==> config.mk <==
export PLATFORM = sky130hd
export DESIGN_NAME = cs_image_loader
export DESIGN_NICKNAME = d
export VERILOG_FILES = /design/src/rtl/ldr_pkg.sv /design/src/rtl/ldr_fetch.sv /design/src/rtl/ldr_record.sv /design/src/rtl/cs_image_loader.sv
export SDC_FILE = /design/constraint.sdc
export NUM_CORES = 1
export LEC_CHECK = 0
export ABC_AREA = 0
export BUFFER_PORTS_ARGS = -buffer_cell sky130_fd_sc_hd__buf_2
export CAP_MARGIN = 25
export CORE_MARGIN = 2
export CORE_UTILIZATION = 50
export DETAILED_ROUTE_END_ITERATION = 10
export HOLD_SLACK_MARGIN = 0.02
export PLACE_DENSITY = 0.74
export SLEW_MARGIN = 20
export SYNTH_ARGS = -nofsm -noshare
export SYNTH_HDL_FRONTEND = slang
export SYNTH_SLANG_ARGS = --single-unit
==> constraint.sdc <==
create_clock -name clk -period 4.3 [get_ports clk]
set_input_delay 0 -clock clk [delete_from_list [all_inputs] [get_ports clk]]
set_output_delay 0 -clock clk [all_outputs]
set_load 0.1 [all_outputs]
==> src/rtl/ldr_pkg.sv <==
package ldr_pkg;

    typedef enum logic [1:0] {
        F_IDLE = 2'd0,
        F_REQ  = 2'd1,
        F_WAIT = 2'd2
    } fetch_st_e;

    typedef enum logic [2:0] {
        S_IDLE  = 3'd0,
        S_ISSUE = 3'd1,
        S_WAIT  = 3'd2,
        S_EVAL  = 3'd3,
        S_WR0   = 3'd4,
        S_WR1   = 3'd5
    } seq_st_e;

    localparam int unsigned REC_WORDS = 3;

endpackage

==> src/rtl/ldr_fetch.sv <==
module ldr_fetch
    import ldr_pkg::*;
#(
    parameter int unsigned AW = 16,
    parameter int unsigned DW = 16
) (
    input  logic          clk,
    input  logic          rst_n,
    input  logic          load_i,
    input  logic [AW-1:0] load_ptr_i,
    input  logic          go_i,
    output logic          req_valid_o,
    output logic [AW-1:0] req_addr_o,
    input  logic          req_ready_i,
    input  logic          rsp_valid_i,
    input  logic [DW-1:0] rsp_data_i,
    output logic          word_vld_o,
    output logic [DW-1:0] word_o
);

    typedef struct packed {
        fetch_st_e     st;
        logic [AW-1:0] ptr;
        logic          vld;
        logic [DW-1:0] word;
    } fetch_t;

    fetch_t fq_q, fq_d;

    always_comb begin
        fq_d     = fq_q;
        fq_d.vld = 1'b0;
        if (load_i) begin
            fq_d.ptr = load_ptr_i;
        end
        unique case (fq_q.st)
            F_IDLE: begin
                if (go_i) fq_d.st = F_REQ;
            end
            F_REQ: begin
                if (req_ready_i) begin
                    fq_d.ptr = fq_q.ptr + AW'(1);
                    fq_d.st  = F_WAIT;
                end
            end
            F_WAIT: begin
                if (rsp_valid_i) begin
                    fq_d.word = rsp_data_i;
                    fq_d.vld  = 1'b1;
                    fq_d.st   = F_IDLE;
                end
            end
            default: fq_d.st = F_IDLE;
        endcase
    end

    always_ff @(posedge clk or negedge rst_n) begin
        if (!rst_n) begin
            fq_q <= '{st: F_IDLE, ptr: '0, vld: 1'b0, word: '0};
        end else begin
            fq_q <= fq_d;
        end
    end

    assign req_valid_o = (fq_q.st == F_REQ);
    assign req_addr_o  = fq_q.ptr;
    assign word_vld_o  = fq_q.vld;
    assign word_o      = fq_q.word;

    // every accepted request advances the pointer by one
    p_ptr_step_r1: assert property (@(posedge clk) disable iff (!rst_n)
        (req_valid_o && req_ready_i) |=> (req_addr_o == $past(req_addr_o) + AW'(1)));

    // an unaccepted request keeps valid and address
    p_req_hold_r8: assert property (@(posedge clk) disable iff (!rst_n)
        (req_valid_o && !req_ready_i) |=> (req_valid_o && $stable(req_addr_o)));

    // a word is only delivered after the response strobe
    p_word_after_rsp_r8: assert property (@(posedge clk) disable iff (!rst_n)
        word_vld_o |-> $past(rsp_valid_i));

endmodule

==> src/rtl/ldr_record.sv <==
module ldr_record
    import ldr_pkg::*;
#(
    parameter int unsigned DW  = 16,
    parameter int unsigned CAW = 12,
    parameter int unsigned IW  = 36
) (
    input  logic           clk,
    input  logic           rst_n,
    input  logic           clear_i,
    input  logic           word_vld_i,
    input  logic [DW-1:0]  word_i,
    output logic           last_o,
    output logic [CAW-1:0] cs_addr_o,
    output logic [IW-1:0]  instr_o,
    output logic           term_o,
    output logic [DW-1:0]  start_addr_o
);

    localparam int unsigned LOW_W = IW - 2 * DW;
    localparam int unsigned IDX_W = $clog2(REC_WORDS);

    typedef struct packed {
        logic [IDX_W-1:0]          idx;
        logic [REC_WORDS-1:0][DW-1:0] w;
    } rec_t;

    rec_t rq_q, rq_d;
    logic [REC_WORDS-1:0] slot_hit;

    // one capture enable per record slot
    for (genvar g = 0; g < REC_WORDS; g++) begin : g_slot
        assign slot_hit[g] = word_vld_i && (rq_q.idx == IDX_W'(g));
    end

    always_comb begin
        rq_d = rq_q;
        if (clear_i) begin
            rq_d.idx = '0;
        end else if (word_vld_i) begin
            for (int k = 0; k < REC_WORDS; k++) begin
                if (slot_hit[k]) rq_d.w[k] = word_i;
            end
            rq_d.idx = (rq_q.idx == IDX_W'(REC_WORDS - 1)) ? '0 : rq_q.idx + IDX_W'(1);
        end
    end

    always_ff @(posedge clk or negedge rst_n) begin
        if (!rst_n) begin
            rq_q <= '0;
        end else begin
            rq_q <= rq_d;
        end
    end

    assign last_o       = slot_hit[REC_WORDS-1];
    assign cs_addr_o    = rq_q.w[0][DW-1:LOW_W];
    assign instr_o      = {rq_q.w[1], rq_q.w[2], rq_q.w[0][LOW_W-1:0]};
    assign term_o       = &cs_addr_o;
    assign start_addr_o = rq_q.w[1];

    // after the third word the slot counter wraps to the first
    p_last_wraps_r2: assert property (@(posedge clk) disable iff (!rst_n)
        (last_o && !clear_i) |=> (rq_q.idx == '0));

    p_idx_range_r2: assert property (@(posedge clk) disable iff (!rst_n)
        rq_q.idx < IDX_W'(REC_WORDS));

endmodule

==> src/rtl/cs_image_loader.sv <==
module cs_image_loader
    import ldr_pkg::*;
#(
    parameter int unsigned AW  = 16,
    parameter int unsigned DW  = 16,
    parameter int unsigned CAW = 12,
    parameter int unsigned IW  = 36,
    localparam int unsigned LOW_W  = IW - 2 * DW,
    localparam int unsigned HALF_W = DW + LOW_W
) (
    input  logic              clk,
    input  logic              rst_n,
    input  logic              start_i,
    input  logic              cont_i,
    input  logic [AW-1:0]     base_ptr_i,
    input  logic              no_jump_i,
    output logic              rd_req_valid_o,
    output logic [AW-1:0]     rd_req_addr_o,
    input  logic              rd_req_ready_i,
    input  logic              rd_rsp_valid_i,
    input  logic [DW-1:0]     rd_rsp_data_i,
    output logic              cs_we_o,
    output logic              cs_half_o,
    output logic [CAW-1:0]    cs_addr_o,
    output logic [HALF_W-1:0] cs_wdata_o,
    output logic              busy_o,
    output logic              done_o,
    output logic              jump_o,
    output logic [DW-1:0]     jump_addr_o
);

    typedef struct packed {
        seq_st_e       st;
        logic          done;
        logic          jump;
        logic [DW-1:0] jaddr;
    } seq_t;

    seq_t sq_q, sq_d;

    logic           cmd_take;
    logic           word_vld;
    logic [DW-1:0]  word;
    logic           rec_last;
    logic [CAW-1:0] rec_addr;
    logic [IW-1:0]  rec_instr;
    logic           rec_term;
    logic [DW-1:0]  rec_start;

    assign cmd_take = (sq_q.st == S_IDLE) && (start_i || cont_i);

    ldr_fetch #(.AW(AW), .DW(DW)) u_fetch (
        .clk         (clk),
        .rst_n       (rst_n),
        .load_i      (cmd_take && start_i),
        .load_ptr_i  (base_ptr_i),
        .go_i        (sq_q.st == S_ISSUE),
        .req_valid_o (rd_req_valid_o),
        .req_addr_o  (rd_req_addr_o),
        .req_ready_i (rd_req_ready_i),
        .rsp_valid_i (rd_rsp_valid_i),
        .rsp_data_i  (rd_rsp_data_i),
        .word_vld_o  (word_vld),
        .word_o      (word)
    );

    ldr_record #(.DW(DW), .CAW(CAW), .IW(IW)) u_record (
        .clk          (clk),
        .rst_n        (rst_n),
        .clear_i      (cmd_take),
        .word_vld_i   (word_vld),
        .word_i       (word),
        .last_o       (rec_last),
        .cs_addr_o    (rec_addr),
        .instr_o      (rec_instr),
        .term_o       (rec_term),
        .start_addr_o (rec_start)
    );

    always_comb begin
        sq_d      = sq_q;
        sq_d.done = 1'b0;
        sq_d.jump = 1'b0;
        unique case (sq_q.st)
            S_IDLE: begin
                if (start_i || cont_i) sq_d.st = S_ISSUE;
            end
            S_ISSUE: sq_d.st = S_WAIT;
            S_WAIT: begin
                if (word_vld) sq_d.st = rec_last ? S_EVAL : S_ISSUE;
            end
            S_EVAL: begin
                if (rec_term) begin
                    sq_d.st    = S_IDLE;
                    sq_d.done  = 1'b1;
                    sq_d.jump  = !no_jump_i;
                    sq_d.jaddr = rec_start;
                end else begin
                    sq_d.st = S_WR0;
                end
            end
            S_WR0:   sq_d.st = S_WR1;
            S_WR1:   sq_d.st = S_ISSUE;
            default: sq_d.st = S_IDLE;
        endcase
    end

    always_ff @(posedge clk or negedge rst_n) begin
        if (!rst_n) begin
            sq_q <= '{st: S_IDLE, done: 1'b0, jump: 1'b0, jaddr: '0};
        end else begin
            sq_q <= sq_d;
        end
    end

    always_comb begin
        cs_we_o    = 1'b0;
        cs_half_o  = 1'b0;
        cs_wdata_o = '0;
        if (sq_q.st == S_WR0) begin
            cs_we_o    = 1'b1;
            cs_wdata_o = {rec_instr[IW-1 -: DW], rec_instr[LOW_W-1:0]};
        end else if (sq_q.st == S_WR1) begin
            cs_we_o    = 1'b1;
            cs_half_o  = 1'b1;
            cs_wdata_o = HALF_W'(rec_instr[LOW_W +: DW]);
        end
    end

    assign cs_addr_o   = rec_addr;
    assign busy_o      = (sq_q.st != S_IDLE);
    assign done_o      = sq_q.done;
    assign jump_o      = sq_q.jump;
    assign jump_addr_o = sq_q.jaddr;

    // the terminator address never reaches the store
    p_no_term_write_r4: assert property (@(posedge clk) disable iff (!rst_n)
        cs_we_o |-> (cs_addr_o != {CAW{1'b1}}));

    // first half is followed at once by second half at the same address
    p_two_phase_r5: assert property (@(posedge clk) disable iff (!rst_n)
        (cs_we_o && !cs_half_o) |=> (cs_we_o && cs_half_o && $stable(cs_addr_o)));

    // a jump only comes with the done pulse
    p_jump_with_done_r6: assert property (@(posedge clk) disable iff (!rst_n)
        jump_o |-> done_o);

    // done lasts one cycle and the loader is idle then
    p_done_pulse_r9: assert property (@(posedge clk) disable iff (!rst_n)
        done_o |=> !done_o);

    p_done_idle_r9: assert property (@(posedge clk) disable iff (!rst_n)
        done_o |-> !busy_o);

    // no read request and store write in the same cycle
    p_req_or_write_r8: assert property (@(posedge clk) disable iff (!rst_n)
        !(rd_req_valid_o && cs_we_o));

endmodule

==> results by group <==
STA
  – Hold Vio Cnt, Final: 0
  – Worst slew margin: 31.87%
  – Tmin final: 2.436 ns
  – Fmax achieved: 410.5 MHz
  – Unrepaired setup endpoints after global routing: no
  – Max Slew Vio Count: 0
  – Setup_tns: 0 ns
  – Transition time of the tightest slew-check pin: 1.017 ns
  – Setup Skew: 0.01755 ns
  – Final setup violation count: 0
  – Final period util: 56.66%
  – Final hold slack: 0.05537 ns

Cells and area
  – Area growth syn-to-layout: 16.33%
  – Nets: 591
  – Most frequent cells in the layout: 107 x buf_2, 106 x dfrtp_1, 60 x nand2_1
  – Most common cell after layout, fill and taps aside: buf_2
  – Ant diodes: 0
  – Filler cells: 833
  – Fraction of layout cells with a size suffix above 1: 36.33%

Status
  – Status: completed

Setup path
  – R2R Setup Slk: 1.86 ns
  – Kind of critical path: reg -> reg
  – Worst r2r src: sq_q[18]$_DFFE_PN0P_
  – Arrival time at the worst endpoint: 2.69 ns
  – CP Launch Type: flop
  – R2R Path End: u_record.instr_o[16]$_DFFE_PN0P_
  – Worst reg-to-reg path cell count: 5
  – Critical Path RT: 4.55 ns
  – CP Max Fanout: 26
  – Critical Path End Type: flop

Global route
  – GR Overflow Total: 0
  – First-pass GRT wire length: 18570 um
  – Largest net degree at the start of global routing: 58
  – Gr usage total: 21.08%
  – Vias in the first global route: 3769
  – Initial antenna violation count: 0

Route
  – Detailed Route WL: 11590 um
  – DRC errors left: 0
  – Wire per inst: 16.75 um
  – Drt pass-1 iters: 5
  – Vias: 3723
  – ANT nets after route: 0
  – Detailed Route Iter0 Violations: 235
  – Avg Vias per Cell: 5.380

Yosys
  – Main synth FF type: dfrtp_1
  – Synth warnings: 0
  – Top cells by area, synth: dfrtp_1 51%, mux2_4 8.6%, mux2_2 7.3%
  – Synth Cell Area: 0.005226 sq mm
  – Synth Instances: 457
  – Synth top area share: 50.75%
  – Yosys top cell by area: dfrtp_1
  – Unique cell type count in the Yosys netlist: 53
  – Count of flip-flops with a built-in enable after synthesis: 0
  – Syn_nets: 497
  – Ys async rst share: 100.0%
  – Synthesized flop and latch total: 106
  – Synthesized area per cell: 11.44 sq um
  – Sequential fraction of the synthesis area: 50.75%

Clock tree
  – Max Root-Sink Buffers: 2
  – Hold_buf cts: 37
  – Clock sinks: 106
  – Clk slew on worst S/H paths: 0.10 ns
  – CTS tree: done
  – H-tree depth: 3
  – CTS resizes: 0
  – CTS root buffer: clkbuf_8
  – Post-CTS setup buffers: 0
  – Worst skew pair latency: 0.37 ns
  – Cts bufs inserted: 9

Worst hold path
  – HP Class: in -> reg
  – HP Start: start_i
  – Cell depth of the worst hold path: 4
  – End of the worst hold path: u_record.rq_q[48]$_DFFE_PN0P_

Floorplanning
  – Core Region: 0.01023 sq mm
  – Die Area: 0.01129 sq mm
  – Starting Density: 51.08%
  – Die Height: 106.2 um
  – Die W: 106.2 um
  – Rows: 37
  – I/O Pins: 109

Placed design
  – GP Congestion: 0.8708
  – I/O Buffers: 108
  – HPWL Detailed: 7945 um

Pwr
  – Max VDD drop: 0.5976 mV
  – Clk pwr share: 15.4%
  – Comb pwr share: 47.3%
  – Sequential power share: 37.3%
  – Pwr Density: 728.3 mW/mm^2
  – Sw Pwr: 2.241 mW
  – Leakage: 3.161 nW
  – Int Pwr: 2.187 mW
  – Net Sw Frac: 50.62%

Flow run
  – Max capacitance violation total: 0
sequential cells by signal, summed over array words and instances (netlist names):
register	count
u_record.start_addr_o	16
u_fetch.word_vld_o	1
u_record.cs_addr_o	12
u_record.instr_o	20
u_fetch.req_addr_o	16
jump_addr_o	16
jump_o	1
u_fetch.fq_q	2
done_o	1
u_fetch.word_o	16
sq_q	3
u_record.rq_q	2
Yosys cell counts (5+ instances only):
cell      count
dfrtp_1     106
o21ai_0       7
nor2b_1       5
nand3_1       6
and3_1        5
nor2_1       41
buf_4        47
nand4_1       7
mux2_2       34
clkbuf_1      8
nor3_1        7
mux2_4       30
nand2_1      60
mux2i_1      19
inv_1         7
o22ai_1       5
a21oi_1       9
layer usage:
metal / vias to the layer above / routed length [um] / GRT usage (%)
met3: 20 / 689 / 4.169
li1: 1723 / - / -
met1: 1812 / 5043 / 27.85
met4: 0 / 239 / 7.613
met2: 168 / 5618 / 34.66
met5: - / 0 / 0
worst max-delay path by stage:
stage / startpoint / endpoint / slack [ns]
after floorplan: sq_q[19]$_DFFE_PN0P_ / cs_wdata_o[10] / 2.01
after detailed placement: sq_q[18]$_DFFE_PN0P_ / u_record.instr_o[16]$_DFFE_PN0P_ / 1.87
after global routing: sq_q[18]$_DFFE_PN0P_ / u_record.instr_o[17]$_DFFE_PN0P_ / 1.78
final: sq_q[18]$_DFFE_PN0P_ / u_record.instr_o[16]$_DFFE_PN0P_ / 1.86
after CTS: sq_q[18]$_DFFE_PN0P_ / u_record.instr_o[4]$_DFFE_PN0P_ / 1.86
after global placement: sq_q[18]$_DFFE_PN0P_ / u_record.instr_o[17]$_DFFE_PN0P_ / 1.91
cells by family (layout without fill, tap and decap cells):
logic type | after synthesis | count (layout) | share of synthesized area, %
simple gates | 157 | 157 | 14.96
flops | 106 | 106 | 50.75
mux | 83 | 83 | 19.58
buf+inv | 72 | 171 | 9.624
compound gates | 38 | 38 | 4.836
fa+ha+maj | 1 | 1 | 0.2394
worst max-delay path, stage by stage (launching register included):
cell,delay [ns]
dfrtp_1,0.37
buf_4,0.25
or3_4,0.43
nor2_2,0.15
or3b_1,0.71
mux2_2,0.42
power by group through the flow:
stage / Combinational, mW / Sequential [mW] / Clock [mW]
floorplan: 1.97 / 1.53 / 0
global placement: 2.03 / 1.64 / 0
detailed placement: 2.07 / 1.67 / 0
CTS: 2.10 / 1.64 / 0.696
global route: 2.20 / 1.70 / 0.740
finish: 2.09 / 1.65 / 0.683
layout make-up:
type                    count  area [sq um]  area share, %
repair buffers            147         928.4          15.27
multi-input cells         279          2073          34.10
clock buffers               9         123.9          2.037
flip-flops and latches    106          2653          43.63
clock inverters             7         101.3          1.667
well taps                 136         170.2          2.799
inverters                   8         30.03         0.4939
metrics by stage:
stage / std cells / setup slack [ns] / total power [mW] / utilization (%) / area (sq um)
after global placement: 639 / 1.911 / 3.671 / 53.60 / 5484
after detailed placement: 639 / 1.874 / 3.732 / 53.60 / 5484
after floorplan: 457 / 2.007 / 3.497 / - / 5226
after CTS: 692 / 1.863 / 4.436 / 59.42 / 6080
final: 692 / 1.864 / 4.428 / 59.42 / 6080
after global routing: 692 / 1.776 / 4.632 / 59.42 / 6080
(Power assumes the default switching activity.)
